$ cat src/rtl/i2c_tgt_pkg.sv
package i2c_tgt_pkg;
  typedef enum logic [2:0] {
    ST_IDLE,
    ST_ADDR,
    ST_ADDR_ACK,
    ST_WR,
    ST_WR_ACK,
    ST_RD,
    ST_RD_ACK
  } tgt_state_t;
endpackage

$ cat src/rtl/i2c_bus_sync.sv
module i2c_bus_sync #(
  parameter int SYNC_STAGES = 2
) (
  input  logic clk,
  input  logic rst,
  input  logic scl_i,
  input  logic sda_i,
  output logic scl_rise,
  output logic scl_fall,
  output logic sda_s,
  output logic start_det,
  output logic stop_det
);
  localparam int PW = SYNC_STAGES + 1;

  logic [PW-1:0] scl_pipe, sda_pipe;
  logic scl_cur, scl_prv, sda_cur, sda_prv;

  // Released bus reads high, so reset to ones.
  always_ff @(posedge clk) begin
    if (rst) begin
      scl_pipe <= '1;
      sda_pipe <= '1;
    end else begin
      scl_pipe <= {scl_pipe[PW-2:0], scl_i};
      sda_pipe <= {sda_pipe[PW-2:0], sda_i};
    end
  end

  assign scl_cur = scl_pipe[PW-2];
  assign scl_prv = scl_pipe[PW-1];
  assign sda_cur = sda_pipe[PW-2];
  assign sda_prv = sda_pipe[PW-1];

  assign scl_rise  = scl_cur & ~scl_prv;
  assign scl_fall  = ~scl_cur & scl_prv;
  assign sda_s     = sda_cur;
  // Frame conditions: SDA moves while SCL is held high.
  assign start_det = scl_cur & scl_prv & sda_prv & ~sda_cur;
  assign stop_det  = scl_cur & scl_prv & ~sda_prv & sda_cur;
endmodule

$ cat src/rtl/i2c_tgt_fsm.sv
module i2c_tgt_fsm
  import i2c_tgt_pkg::*;
#(
  parameter logic [6:0] TGT_ADDR = 7'h6B,
  parameter int         AW       = 8
) (
  input  logic          clk,
  input  logic          rst,
  input  logic          scl_rise,
  input  logic          scl_fall,
  input  logic          sda_s,
  input  logic          start_det,
  input  logic          stop_det,
  input  logic [7:0]    rd_data,
  output logic [AW-1:0] ptr,
  output logic          wr_en,
  output logic [AW-1:0] wr_addr,
  output logic [7:0]    wr_data,
  output logic          sda_pull
);
  tgt_state_t state;
  logic [3:0] bit_cnt;
  logic [7:0] shreg;
  logic [6:0] tx;
  logic       rw_read;
  logic       ptr_phase;
  logic       host_nack;

  always_ff @(posedge clk) begin
    if (rst) begin
      state     <= ST_IDLE;
      bit_cnt   <= '0;
      shreg     <= '0;
      tx        <= '0;
      rw_read   <= 1'b0;
      ptr_phase <= 1'b0;
      host_nack <= 1'b0;
      ptr       <= '0;
      wr_en     <= 1'b0;
      wr_addr   <= '0;
      wr_data   <= '0;
      sda_pull  <= 1'b0;
    end else begin
      wr_en <= 1'b0;
      if (stop_det) begin
        state    <= ST_IDLE;
        sda_pull <= 1'b0;
      end else if (start_det) begin
        state    <= ST_ADDR;
        bit_cnt  <= '0;
        sda_pull <= 1'b0;
      end else begin
        unique case (state)
          ST_ADDR: begin
            if (scl_rise) begin
              shreg   <= {shreg[6:0], sda_s};
              bit_cnt <= bit_cnt + 4'd1;
            end else if (scl_fall && bit_cnt == 4'd8) begin
              if (shreg[7:1] == TGT_ADDR) begin
                rw_read   <= shreg[0];
                ptr_phase <= 1'b1;
                sda_pull  <= 1'b1;
                state     <= ST_ADDR_ACK;
              end else begin
                state <= ST_IDLE;
              end
            end
          end
          ST_ADDR_ACK: begin
            if (scl_fall) begin
              bit_cnt <= '0;
              if (rw_read) begin
                tx       <= rd_data[6:0];
                sda_pull <= ~rd_data[7];
                ptr      <= ptr + 1'b1;
                state    <= ST_RD;
              end else begin
                sda_pull <= 1'b0;
                state    <= ST_WR;
              end
            end
          end
          ST_WR: begin
            if (scl_rise) begin
              shreg   <= {shreg[6:0], sda_s};
              bit_cnt <= bit_cnt + 4'd1;
            end else if (scl_fall && bit_cnt == 4'd8) begin
              sda_pull <= 1'b1;
              state    <= ST_WR_ACK;
              if (ptr_phase) begin
                ptr       <= shreg[AW-1:0];
                ptr_phase <= 1'b0;
              end else begin
                wr_en   <= 1'b1;
                wr_addr <= ptr;
                wr_data <= shreg;
                ptr     <= ptr + 1'b1;
              end
            end
          end
          ST_WR_ACK: begin
            if (scl_fall) begin
              sda_pull <= 1'b0;
              bit_cnt  <= '0;
              state    <= ST_WR;
            end
          end
          ST_RD: begin
            if (scl_rise) begin
              bit_cnt <= bit_cnt + 4'd1;
            end else if (scl_fall) begin
              if (bit_cnt == 4'd8) begin
                sda_pull <= 1'b0;
                state    <= ST_RD_ACK;
              end else begin
                sda_pull <= ~tx[6];
                tx       <= {tx[5:0], 1'b0};
              end
            end
          end
          ST_RD_ACK: begin
            if (scl_rise) begin
              host_nack <= sda_s;
            end else if (scl_fall) begin
              if (host_nack) begin
                state <= ST_IDLE;
              end else begin
                tx       <= rd_data[6:0];
                sda_pull <= ~rd_data[7];
                ptr      <= ptr + 1'b1;
                bit_cnt  <= '0;
                state    <= ST_RD;
              end
            end
          end
          default: ;
        endcase
      end
    end
  end

  // an ACK phase is only reached from a matching address byte
  a_r1_ack_on_match: assert property (@(posedge clk) disable iff (rst)
    (state == ST_ADDR_ACK && $past(state) == ST_ADDR) |-> $past(shreg[7:1]) == TGT_ADDR);
  // a STOP always returns the engine to idle
  a_r8_stop_to_idle: assert property (@(posedge clk) disable iff (rst)
    stop_det |=> state == ST_IDLE);
  // no pull while idle
  a_r7_idle_release: assert property (@(posedge clk) disable iff (rst)
    state == ST_IDLE |-> !sda_pull);
  // the pointer sits one past each stored byte
  a_r2_ptr_step: assert property (@(posedge clk) disable iff (rst)
    wr_en |-> ptr == AW'(wr_addr + 1'b1));
  // each byte sent out advances the pointer
  a_r3_rd_step: assert property (@(posedge clk) disable iff (rst)
    (state == ST_RD && $past(state) != ST_RD) |-> ptr == AW'($past(ptr) + 1'b1));
endmodule

$ cat src/rtl/i2c_reg_store.sv
module i2c_reg_store #(
  parameter int BYTE_REGS = 4,
  parameter int WORD_REGS = 2,
  parameter int AW        = 8
) (
  input  logic          clk,
  input  logic          rst,
  input  logic          wr_en,
  input  logic [AW-1:0] wr_addr,
  input  logic [7:0]    wr_data,
  input  logic          abort,
  input  logic [AW-1:0] rd_addr,
  output logic [7:0]    rd_data
);
  localparam int WORD_BASE = BYTE_REGS;
  localparam int MAP_END   = BYTE_REGS + 2 * WORD_REGS;
  localparam int BW        = (BYTE_REGS > 1) ? $clog2(BYTE_REGS) : 1;
  localparam int IDXW      = (WORD_REGS > 1) ? $clog2(WORD_REGS) : 1;

  logic [7:0]      byte_q [BYTE_REGS];
  logic [15:0]     word_q [WORD_REGS];
  logic [7:0]      shadow_lo;
  logic [IDXW-1:0] shadow_idx;
  logic            shadow_vld;

  logic            wr_is_byte, wr_is_word, whigh;
  logic [AW-1:0]   woff, roff;
  logic [IDXW-1:0] widx, ridx;

  assign wr_is_byte = wr_addr < AW'(BYTE_REGS);
  assign wr_is_word = (wr_addr >= AW'(WORD_BASE)) && (wr_addr < AW'(MAP_END));
  assign woff       = wr_addr - AW'(WORD_BASE);
  assign whigh      = woff[0];
  assign widx       = IDXW'(woff >> 1);

  always_ff @(posedge clk) begin
    if (rst) begin
      for (int i = 0; i < BYTE_REGS; i++) byte_q[i] <= '0;
    end else if (wr_en && wr_is_byte) begin
      byte_q[wr_addr[BW-1:0]] <= wr_data;
    end
  end

  // Low half waits here until its partner arrives.
  always_ff @(posedge clk) begin
    if (rst || abort) begin
      shadow_vld <= 1'b0;
      shadow_lo  <= '0;
      shadow_idx <= '0;
    end else if (wr_en) begin
      if (wr_is_word && !whigh) begin
        shadow_lo  <= wr_data;
        shadow_idx <= widx;
        shadow_vld <= 1'b1;
      end else begin
        shadow_vld <= 1'b0;
      end
    end
  end

  always_ff @(posedge clk) begin
    if (rst) begin
      for (int i = 0; i < WORD_REGS; i++) word_q[i] <= '0;
    end else if (wr_en && wr_is_word && whigh && shadow_vld && shadow_idx == widx) begin
      word_q[widx] <= {wr_data, shadow_lo};
    end
  end

  assign roff = rd_addr - AW'(WORD_BASE);
  assign ridx = IDXW'(roff >> 1);

  always_comb begin
    if (rd_addr < AW'(BYTE_REGS))
      rd_data = byte_q[rd_addr[BW-1:0]];
    else if (rd_addr < AW'(MAP_END))
      rd_data = roff[0] ? word_q[ridx][15:8] : word_q[ridx][7:0];
    else
      rd_data = 8'hFF;
  end

  for (genvar g = 0; g < WORD_REGS; g++) begin : g_word_chk
    // a word only moves on a write that found a waiting low half
    a_r5_word_commit: assert property (@(posedge clk) disable iff (rst)
      !$stable(word_q[g]) |-> $past(wr_en && shadow_vld));
  end
  for (genvar g = 0; g < BYTE_REGS; g++) begin : g_byte_chk
    // byte registers move only on a write strobe
    a_r6_byte_quiet: assert property (@(posedge clk) disable iff (rst)
      !$stable(byte_q[g]) |-> $past(wr_en));
  end
endmodule

$ cat src/rtl/i2c_regbank_target.sv
module i2c_regbank_target #(
  parameter logic [6:0] TGT_ADDR    = 7'h6B,
  parameter int         BYTE_REGS   = 4,
  parameter int         WORD_REGS   = 2,
  parameter int         SYNC_STAGES = 2
) (
  input  logic clk,
  input  logic rst,
  input  logic scl_i,
  input  logic sda_i,
  output logic sda_pull_o
);
  localparam int AW = 8;

  logic scl_rise, scl_fall, sda_s, start_det, stop_det;
  logic wr_en;
  logic [AW-1:0] ptr, wr_addr;
  logic [7:0] wr_data, rd_data;

  i2c_bus_sync #(.SYNC_STAGES(SYNC_STAGES)) u_sync (
    .clk(clk), .rst(rst), .scl_i(scl_i), .sda_i(sda_i),
    .scl_rise(scl_rise), .scl_fall(scl_fall), .sda_s(sda_s),
    .start_det(start_det), .stop_det(stop_det)
  );

  i2c_tgt_fsm #(.TGT_ADDR(TGT_ADDR), .AW(AW)) u_fsm (
    .clk(clk), .rst(rst), .scl_rise(scl_rise), .scl_fall(scl_fall),
    .sda_s(sda_s), .start_det(start_det), .stop_det(stop_det),
    .rd_data(rd_data), .ptr(ptr), .wr_en(wr_en), .wr_addr(wr_addr),
    .wr_data(wr_data), .sda_pull(sda_pull_o)
  );

  i2c_reg_store #(.BYTE_REGS(BYTE_REGS), .WORD_REGS(WORD_REGS), .AW(AW)) u_store (
    .clk(clk), .rst(rst), .wr_en(wr_en), .wr_addr(wr_addr), .wr_data(wr_data),
    .abort(start_det | stop_det), .rd_addr(ptr), .rd_data(rd_data)
  );
endmodule

$ cat config.mk
export PLATFORM = sky130hd
export DESIGN_NAME = i2c_regbank_target
export DESIGN_NICKNAME = d
export VERILOG_FILES = /design/src/rtl/i2c_tgt_pkg.sv /design/src/rtl/i2c_bus_sync.sv /design/src/rtl/i2c_tgt_fsm.sv /design/src/rtl/i2c_reg_store.sv /design/src/rtl/i2c_regbank_target.sv
export SDC_FILE = /design/constraint.sdc
export NUM_CORES = 1
export LEC_CHECK = 0
export BUFFER_PORTS_ARGS = -buffer_cell sky130_fd_sc_hd__buf_2
export CAP_MARGIN = 20
export CORE_MARGIN = 2
export CORE_UTILIZATION = 25
export CTS_CLUSTER_DIAMETER = 150
export DETAILED_ROUTE_END_ITERATION = 10
export GPL_TIMING_DRIVEN = 1
export PLACE_DENSITY = 0.46
export RECOVER_POWER = 25
export SETUP_SLACK_MARGIN = 0.15
export SLEW_MARGIN = 0
export SYNTH_ARGS = -nofsm -noshare
export SYNTH_HDL_FRONTEND = slang
export SYNTH_SLANG_ARGS = --single-unit
$ cat constraint.sdc
create_clock -name clk -period 2.8 [get_ports clk]
set_clock_uncertainty 0.05 [all_clocks]
set_input_delay 0.28 -clock clk [delete_from_list [all_inputs] [get_ports clk]]
set_output_delay 0.28 -clock clk [all_outputs]
set_load 0.005 [all_outputs]
* Word level (Yosys, flattened, before mapping)
Memories as Yosys holds them, arrays and structs flattened. A register that Yosys moved wholly into a read port is not among the register bits. Cells that the tools add are included.
Storage, ports and cells: flip-flop bits (word level) 67, RAM bits 64, input bits 4, output and inout bits 1, word-level logic and storage cells 203, memories 2
Cells by class: $add $sub $neg 4, magnitude comparators 5, equality and inequality tests 38, mux-type cells 80, bitwise logic cells 20, reductions and logical operators 36
Memory list:
- u_store.byte_q | depth 4, width 8, read ports 1, clocked after memory_dff 1, wr ports 4, line i2c_reg_store.sv:20 | logic [7:0] byte_q [BYTE_REGS];
- u_store.word_q | depth 2, width 16, read ports 1, clocked after memory_dff 0, wr ports 2, line i2c_reg_store.sv:21 | logic [15:0] word_q [WORD_REGS];
Operators by type and width (count):
- 8-bit two-way mux | 12
- 7-bit two-way mux | 8
- 3-bit two-way mux | 13
- 1-bit two-way mux | 30
- 4-bit two-way mux | 6
- 8-bit one-hot mux with 3 select lines | 1
- 12-bit AND reduction | 2
- 3-bit by 2-bit inequality test with 1-bit output (second input constant) | 7
- 7-bit one-hot mux with 3 select lines | 1
- 2-bit by 1-bit inequality test with 1-bit output (second input constant) | 9
- 3-bit one-hot mux with 6 select lines | 1
- 8-bit by 3-bit less-than comparator with 1-bit output (second input constant) | 2
- 8-bit by 4-bit less-than comparator with 1-bit output (second input constant) | 2
- 16-bit two-way mux | 1
- 16-bit OR reduction | 1
- 3-bit inequality test (second input constant) | 5
- 13-bit AND reduction | 1
- 2-bit inequality test (second input constant) | 6
- 1-bit NOT | 12
- 4-bit one-hot mux with 3 select lines | 1
- 6-bit AND reduction | 2
- 11-bit AND reduction | 1
- 10-bit AND reduction | 1
- 3-bit equality test (second input constant) | 3
- 31 further kinds | 55

* Logic depth before layout (Yosys ltp)
Gate-level depths: netlist of the first run.
depth after elaboration 11, mapped depth 10, gate-level depth less buffers 7

* By module
A second synthesis of the first run with hierarchy kept.
Second synthesis, totals: cells, all modules 586, area total of the unflattened synthesis 6369.9 µm²
Modules (own cells, without submodules):
- i2c_reg_store | instances 1, cells each 256, area each 3464.6 µm², seq. area each 2122.0 µm²
- i2c_tgt_fsm | instances 1, cells each 313, area each 2708.8 µm², seq. area each 1021.0 µm²
- i2c_bus_sync | instances 1, cells each 16, area each 190.2 µm², seq. area each 120.1 µm²
- i2c_regbank_target | instances 1, cells each 1, area each 6.3 µm², seq. area each 0.0 µm²

* Worst setup path before layout of the first run
Ideal clock, no wire load.
path kind register to register, from register u_fsm.wr_addr[5], to memory u_store.byte_q[0][0], enable pin, library setup time 329 ps, data arrival time 1815 ps, required time 2421 ps, slack 606 ps, cell stages (with the launch flop) 7, buffers on the path 1, clock period less this slack 2194 ps, cell sequence dfxtp_1 > or4b_1 > nor3_2 > nor3b_2 > buf_4 > nor3b_4 > or2_1
RTL lines:
- start: declaration | line i2c_tgt_fsm.sv:17 | output logic [AW-1:0] wr_addr,
- start signal: assignment | line i2c_tgt_fsm.sv:95 | wr_addr <= ptr;
- end: declaration | line i2c_reg_store.sv:20

==> results of run 1 <==
## metal layers
| metal | up-vias | global-route usage, % |
|---|---|---|
| li1 | 2075 | - |
| met5 | - | 0 |
| met1 | 2054 | 14.99 |
| met2 | 58 | 19.17 |
| met4 | 2 | 5.078 |
| met3 | 23 | 2.893 |
## registers in the layout, indices dropped and copies added, names as in the netlist, 3 cells and up, named ones only
name / flops
u_sync.scl_pipe: 3
u_store.shadow_lo: 8
u_store.byte_q: 32
u_fsm.shreg: 8
u_sync.sda_pipe: 3
u_fsm.ptr: 8
u_fsm.tx: 7
u_fsm.bit_cnt: 4
u_fsm.state: 3
u_fsm.wr_addr: 8
u_store.word_q: 32
u_fsm.wr_data: 8
## worst reg2reg max path, delay by kind of cell (launching register included)
| family | cells | cell delay, ps |
|---|---|---|
| flip-flops | 1 | 300 |
| AND/OR/NAND/NOR | 5 | 1600 |
| buffers and inverters | 1 | 200 |
## cell families after synthesis
logic type	share of synthesized area, %
flops	54.06
simple gates	24.43
fa+ha+maj	0.6144
buf+inv	3.154
xor+xnor	0.2868
compound gates	9.564
mux	7.885
## cell usage in the layout (no fill, tap or decap), drive strengths merged, types with 3 or more instances in the layout
| cell | Yosys | final |
|---|---|---|
| a211oi | 9 | 9 |
| a21oi | 53 | 53 |
| and2 | 66 | 66 |
| and3b | 5 | 5 |
| and4b | 3 | 3 |
| buf | 20 | 13 |
| bufinv | 0 | 3 |
| clkbuf | 20 | 23 |
| clkinv | 0 | 6 |
| clkinvlp | 0 | 5 |
| dfxtp | 69 | 69 |
| edfxtp | 64 | 64 |
| ha | 3 | 3 |
| inv | 3 | 3 |
| mux2i | 11 | 11 |
| mux4 | 16 | 16 |
| nand2 | 72 | 72 |
| nand2b | 10 | 10 |
| nand3 | 9 | 9 |
| nand3b | 3 | 3 |
| nand4 | 3 | 3 |
| nor2 | 35 | 35 |
| nor2b | 6 | 6 |
| nor3 | 26 | 26 |
| nor3b | 6 | 6 |
| o21ai | 11 | 11 |
| o21bai | 3 | 3 |
| o31ai | 5 | 5 |
| or2 | 12 | 12 |
| or4 | 3 | 3 |
## metrics by stage
stage | worst slack, ps | cells | util, %
detailed placement | 384.2 | 881 | 26.71
CTS | 365.4 | 915 | 29.28
floorplan | 605.7 | 579 | -
global placement | 480.9 | 881 | 26.71
finish | 327.8 | 915 | 29.20
global route | 153.4 | 915 | 29.20
## area by class of cell
type | instances | area share, %
clock inverters | 14 | 2.269
inverters | 3 | 0.1595
well taps | 324 | 5.743
clock buffers | 18 | 6.221
multi-input cells | 403 | 36.95
repair buffers | 20 | 1.861
flip-flops and latches | 133 | 46.79
## power groups by stage
stage	logic [µW]	clock network, µW	registers, µW
3_3_place_gp	101	0	2130
5_1_grt	115	2410	2090
4_1_cts	106	2300	2090
6_report	102	2260	2090
3_5_place_dp	103	0	2130
2_1_floorplan	72.6	0	2120
## worst max path at each step
stage	slack, ps	end	cells after the start	start
2_1_floorplan	610	u_store.byte_q[0][0]	6	u_fsm.wr_addr[5]
3_3_place_gp	480	u_store.byte_q[0][4]	6	u_fsm.wr_addr[5]
3_5_place_dp	380	u_store.byte_q[0][5]	6	u_fsm.wr_addr[5]
4_1_cts	370	u_store.byte_q[0][7]	6	u_fsm.wr_addr[5]
5_1_grt	150	u_store.byte_q[0][7]	6	u_fsm.wr_addr[5]
6_report	330	u_store.byte_q[0][4]	6	u_fsm.wr_addr[5]
## what timing repair did
item                                   4_1_cts  5_1_grt
resized for setup                            0        0
endpoints found under the hold margin        2        0
hold buffers                                 2        0
==> flow_metrics.py, run 1 <==
metrics = {
    "floorplan": {
        "coreArea_um2": 24180,
        "io_pins": 5,
        "placementRows": 57,
        "fp.dieW_um": 160.3,
        "fp.dieArea_um2": 25700,
        "die_y_um": 160.3,
        "initial_core_util_pct": 25.27,
    },
    "pwr": {
        "p_seq_share_pct": 46.9,
        "comb_power_share_pct": 2.3,
        "finalPower_uw": 4447,
        "p_sw_uw": 928.1,
        "switching_share_pct": 20.87,
        "p_leak_uw": 0.002423,
        "power_frac_clock_pct": 50.8,
        "internal_power_uw": 3519,
        "power.density_nw_per_um2": 630.0,
        "irDropWorstVdd_uv": 345.0,
    },
    "synth": {
        "synth_most_common_cell": "nand2_1",
        "synth_top_cell_area_share_pct": 31.46,
        "synth.largest_area_cell": "edfxtp_1",
        "synth.top_cells.by_count": "nand2_1 (72), dfxtp_1 (69), and2_1 (66)",
        "synth_nets": 586,
        "synth_cells": 579,
        "yosys-top-cells-area": "edfxtp_1 (31%), dfxtp_1 (23%), and2_1 (6.8%)",
        "synth_ff_type": "dfxtp_1",
        "ys_async_sr_fraction_pct": 0,
        "ys_seq_elements": 133,
        "syn-cell-area_um2": 6110,
        "ys_types": 60,
        "yosysSeqAreaShare_pct": 54.07,
        "syn_area_per_cell_um2": 10.55,
        "synth-edff-count": 64,
        "yosys_warnings": 0,
    },
    "critical_path": {
        "worstPathArrival_ps": 2510,
        "r2r_slack_ps": 330,
        "r2r_end": "u_store.byte_q[0][4]",
        "critPathKind": "flip-flop to flip-flop",
        "crit_fanout": 11,
        "timing.rr.start": "u_fsm.wr_addr[5]",
        "required_ps": 2840,
        "ff2ff_path_depth": 6,
        "crit_family": "simple AND/OR/NAND/NOR gates",
        "crit_path_start_kind": "flip-flop",
        "path_buf_inv": 1,
        "critical_path.slowest_cell": "or4b_1",
        "end_kind": "flip-flop",
        "crit_chain": "or4b_1, nor3_2, nor3b_1, buf_4, nor3b_4, or2_1",
        "max_stage_delay_ps": 530,
    },
    "finish": {
        "register_area_um2": 3303,
        "multi_input_area_um2": 2609,
        "diodes": 0,
        "nNetsFinal": 585,
        "drive_above_1_share_pct": 13.37,
        "area_growth_pct": 15.54,
        "final_area_um2": 7059,
        "nFillCells": 2456,
    },
    "timing": {
        "finalSetupTns_ps": 0,
        "fin_crit_sh_pct": 88.29,
        "slew_viol_final": 38,
        "slew_headroom_pct": -18.78,
        "rsz0062_at_grt": "no",
        "fin_hold_ws_ps": 355.9,
        "fmax_ghz": 0.4045,
        "finalHoldViolCount": 0,
        "setup_viol": 0,
        "worstMarginPinSlew_ps": 1782,
        "finalCriticalPeriod_ps": 2472,
    },
    "route": {
        "drtPass1Iterations": 4,
        "wirelength_mm": 14.43,
        "wl_met3_um": 662,
        "drc": 0,
        "num_vias": 4212,
        "ant_nets": 0,
        "wl_met2_mm": 6.973,
        "dr.max_layer_used": "met5",
        "vias_per_cell": 4.603,
        "drt_iter0_drc": 318,
        "wl_met1_mm": 6.465,
        "wl_per_cell_um": 15.77,
    },
    "clock_tree": {
        "postCtsSetupBuffers": 0,
        "cts_made_buffers": 17,
        "clk_pin_slew_ps": 60,
        "h-tree-depth": 4,
        "cts_sinks": 133,
        "cts_tree": "done",
        "insertion_delay_ps": 420,
        "clockBufferDepth": 2,
        "ctsRootBufferMaster": "clkbuf_16",
    },
    "grt": {
        "antenna_found_initial": 1,
        "grt_max_degree": 38,
        "grt_usage_pct": 11.79,
        "grt_pass1_vias": 4177,
        "grt_pass1_wl_mm": 23.14,
        "grt_overflow": 0,
    },
    "job": {
        "maxCapViolations": 1,
    },
    "outcome": {
        "status": "complete, but fails checks",
        "violations": "capacitance limit, slew limit",
    },
    "worst_hold_path": {
        "whs_endpoint": "u_sync.sda_pipe[1]",
        "min_path_cells": 1,
        "hp-start": "u_sync.sda_pipe[0]",
        "hold_class": "flip-flop to flip-flop",
    },
    "placement": {
        "place_area_um2": 6459,
        "port_buffers": 4,
        "dp_hpwl_mm": 9.900,
        "place_congestion": 0.7383,
    },
}
Power figures use the tool's default switching activity.
==> run 2, diff against run 1 <==
- SKIP_CTS_REPAIR_TIMING: default -> 1
- SYNTH_HIERARCHICAL: default -> 1
==> run 2 against run 1 <==
The flow now finishes without violations. Worst hold slack worse by 3.2 ps. Synthesized cell count up 1.2%. Sequential power down 2%. Critical path depth down 1. Synthesized area up 4.3%. Clock-buffer cell count down 1. Wire length up 11%. Sequential share of layout area down 2.3 points. Combinational power up 8%. Worst setup slack better by 160 ps. Critical endpoint is now u_store/word_q[1][8].
==> flow_metrics.py, run 2 <==
metrics = {
    "clock_tree": {
        "cts_sinks": 131,
        "h-tree-depth": 4,
        "ctsRootBufferMaster": "clkbuf_16",
        "insertion_delay_ps": 420,
        "cts_made_buffers": 17,
        "cts_tree": "done",
        "clk_pin_slew_ps": 60,
        "clockBufferDepth": 2,
    },
    "critical_path": {
        "crit_chain": "clkbuf_1, and4b_1, nand3_1, clkbuf_1, nor2_1",
        "crit_path_start_kind": "input port",
        "critPathKind": "input port to flip-flop",
        "worstPathArrival_ps": 2410,
        "ff2ff_path_depth": 5,
        "max_stage_delay_ps": 990,
        "crit_top_cell": "clkbuf_1",
        "crit_fanout": 30,
        "r2r_slack_ps": 500,
        "required_ps": 2890,
        "end_kind": "flip-flop",
        "critical_path.slowest_cell": "clkbuf_1",
    },
    "placement": {
        "dp_hpwl_mm": 10.69,
        "place_congestion": 0.7525,
        "port_buffers": 4,
    },
    "grt": {
        "antenna_found_initial": 0,
        "grt_pass1_vias": 4503,
        "grt_overflow": 0,
        "grt_max_degree": 35,
        "grt_usage_pct": 12.37,
        "grt_pass1_wl_mm": 25.36,
    },
    "synth": {
        "yosysSeqAreaShare_pct": 51.23,
        "ys_async_sr_fraction_pct": 0,
        "yosys_warnings": 6,
        "syn-cell-area_um2": 6370,
        "synth_most_common_cell": "dfxtp_1",
        "ys_seq_elements": 131,
        "synth.largest_area_cell": "edfxtp_1",
        "synth_cells": 586,
        "ys_types": 69,
        "syn_area_per_cell_um2": 10.87,
        "yosys-top-cells-area": "edfxtp_1 (30%), dfxtp_1 (21%), mux4_2 (5.7%)",
        "synth-edff-count": 64,
        "synth_ff_type": "dfxtp_1",
        "synth.top_cells.by_count": "dfxtp_1 (67), edfxtp_1 (64), nor2_1 (61)",
        "synth_nets": 593,
        "synth_top_cell_area_share_pct": 30.17,
    },
    "finish": {
        "largestRegisters": "u_store/byte_q: 32 flops, u_store/word_q: 32 flops",
        "register_area_um2": 3263,
        "nNetsFinal": 596,
        "nFillCells": 2643,
        "drive_above_1_share_pct": 15.12,
        "multi_input_area_um2": 2869,
        "diodes": 0,
        "layout_common_cells": "dfxtp_1 (67), edfxtp_1 (64), nor2_1 (61), nand2_1 (46), a21oi_1 (33)",
        "area_growth_pct": 15.14,
        "layout_commonest_cell": "dfxtp_1",
    },
    "pwr": {
        "irDropWorstVdd_uv": 398.7,
        "p_leak_uw": 0.002617,
        "power.density_nw_per_um2": 584.2,
    },
    "floorplan": {
        "coreArea_um2": 25110,
        "die_y_um": 163.6,
        "placementRows": 58,
        "fp.dieW_um": 163.6,
        "initial_core_util_pct": 25.37,
        "io_pins": 5,
        "fp.dieArea_um2": 26770,
    },
    "job": {
        "maxCapViolations": 0,
    },
    "timing": {
        "worstMarginPinSlew_ps": 1403,
        "finalHoldViolCount": 0,
        "finalSetupTns_ps": 0,
        "fmax_ghz": 0.4318,
        "slew_headroom_pct": 6.479,
        "slew_viol_final": 0,
        "rsz0062_at_grt": "no",
        "fin_crit_sh_pct": 82.71,
        "fin_hold_ws_ps": 352.7,
        "finalCriticalPeriod_ps": 2316,
        "setup_viol": 0,
    },
    "worst_hold_path": {
        "min_path_cells": 1,
        "hold_class": "flip-flop to flip-flop",
    },
    "outcome": {
        "status": "finished, final reports clean",
    },
    "route": {
        "vias_per_cell": 4.942,
        "drt_iter0_drc": 335,
        "drc": 0,
        "ant_nets": 0,
        "drtPass1Iterations": 5,
        "wl_per_cell_um": 17.25,
        "num_vias": 4606,
        "wirelength_mm": 16.08,
    },
}
==> run 2: through the flow <==
stage                     cell area (µm²)  util, %  power [µW]  setup slack, ps  instances
after CTS                            7328    29.19        4341            465.9        930
after detailed placement             6768    26.95        2205            495.5        898
after floorplan                      6370        -        2165            536.5        586
final                                7335    29.21        4285            484.1        932
after global routing                 7335    29.21        4424            258.4        932
after global placement               6768    26.95        2202            564.1        898
==> run 2: path summary, 6_finish.rpt <==
kind	startpoint	to
min	u_sync/scl_pipe[0]	u_sync/scl_pipe[1]
min reg2reg	u_sync/scl_pipe[0]	u_sync/scl_pipe[1]
max	rst	u_store/word_q[1][8]
max reg2reg	u_sync/scl_pipe[2]	u_fsm/tx[6]
==> run 2: area by class of cell <==
type,instances,share of cell area [%]
Clock buffer,17,5.800
Sequential cell,131,44.49
Inverter,6,0.3071
Multi-Input combinational cell,403,39.12
Tap cell,330,5.629
Clock inverter,15,1.842
Timing Repair Buffer,30,2.815
==> run 2: metal layers <==
| metal | vias to the layer above | part of all wire [%] | track usage (%) |
|---|---|---|---|
| li1 | 2224 | - | - |
| met5 | - | 0 | 0 |
| met1 | 2299 | 49 | 16.44 |
| met2 | 73 | 49 | 20.49 |
| met3 | 10 | 1.7 | 2.006 |
| met4 | 0 | 0.92 | 3.987 |
==> run 2: cells by family (layout without fill, tap and decap cells) <==
family	Yosys count	in the layout	share of synthesized area [%]
flops	131	131	51.23
fa+ha+maj	3	3	0.5893
simple gates	250	250	22.92
mux	41	41	9.605
buf+inv	52	68	3.732
compound gates	109	109	11.92
==> run 2: worst max-delay path: cells and delay by family <==
family                 cells  cell delay (ps)
buffers and inverters      2             1570
and+or+nand+nor            3              530
==> run 2: power by group <==
part / total (µW) / internal, µW / switching (µW)
Sequential: 2050 / 2040 / 11.7
Combinational: 110 / 36.4 / 73.5
Clock: 2120 / 1170 / 949
Total: 4290 / 3250 / 1030
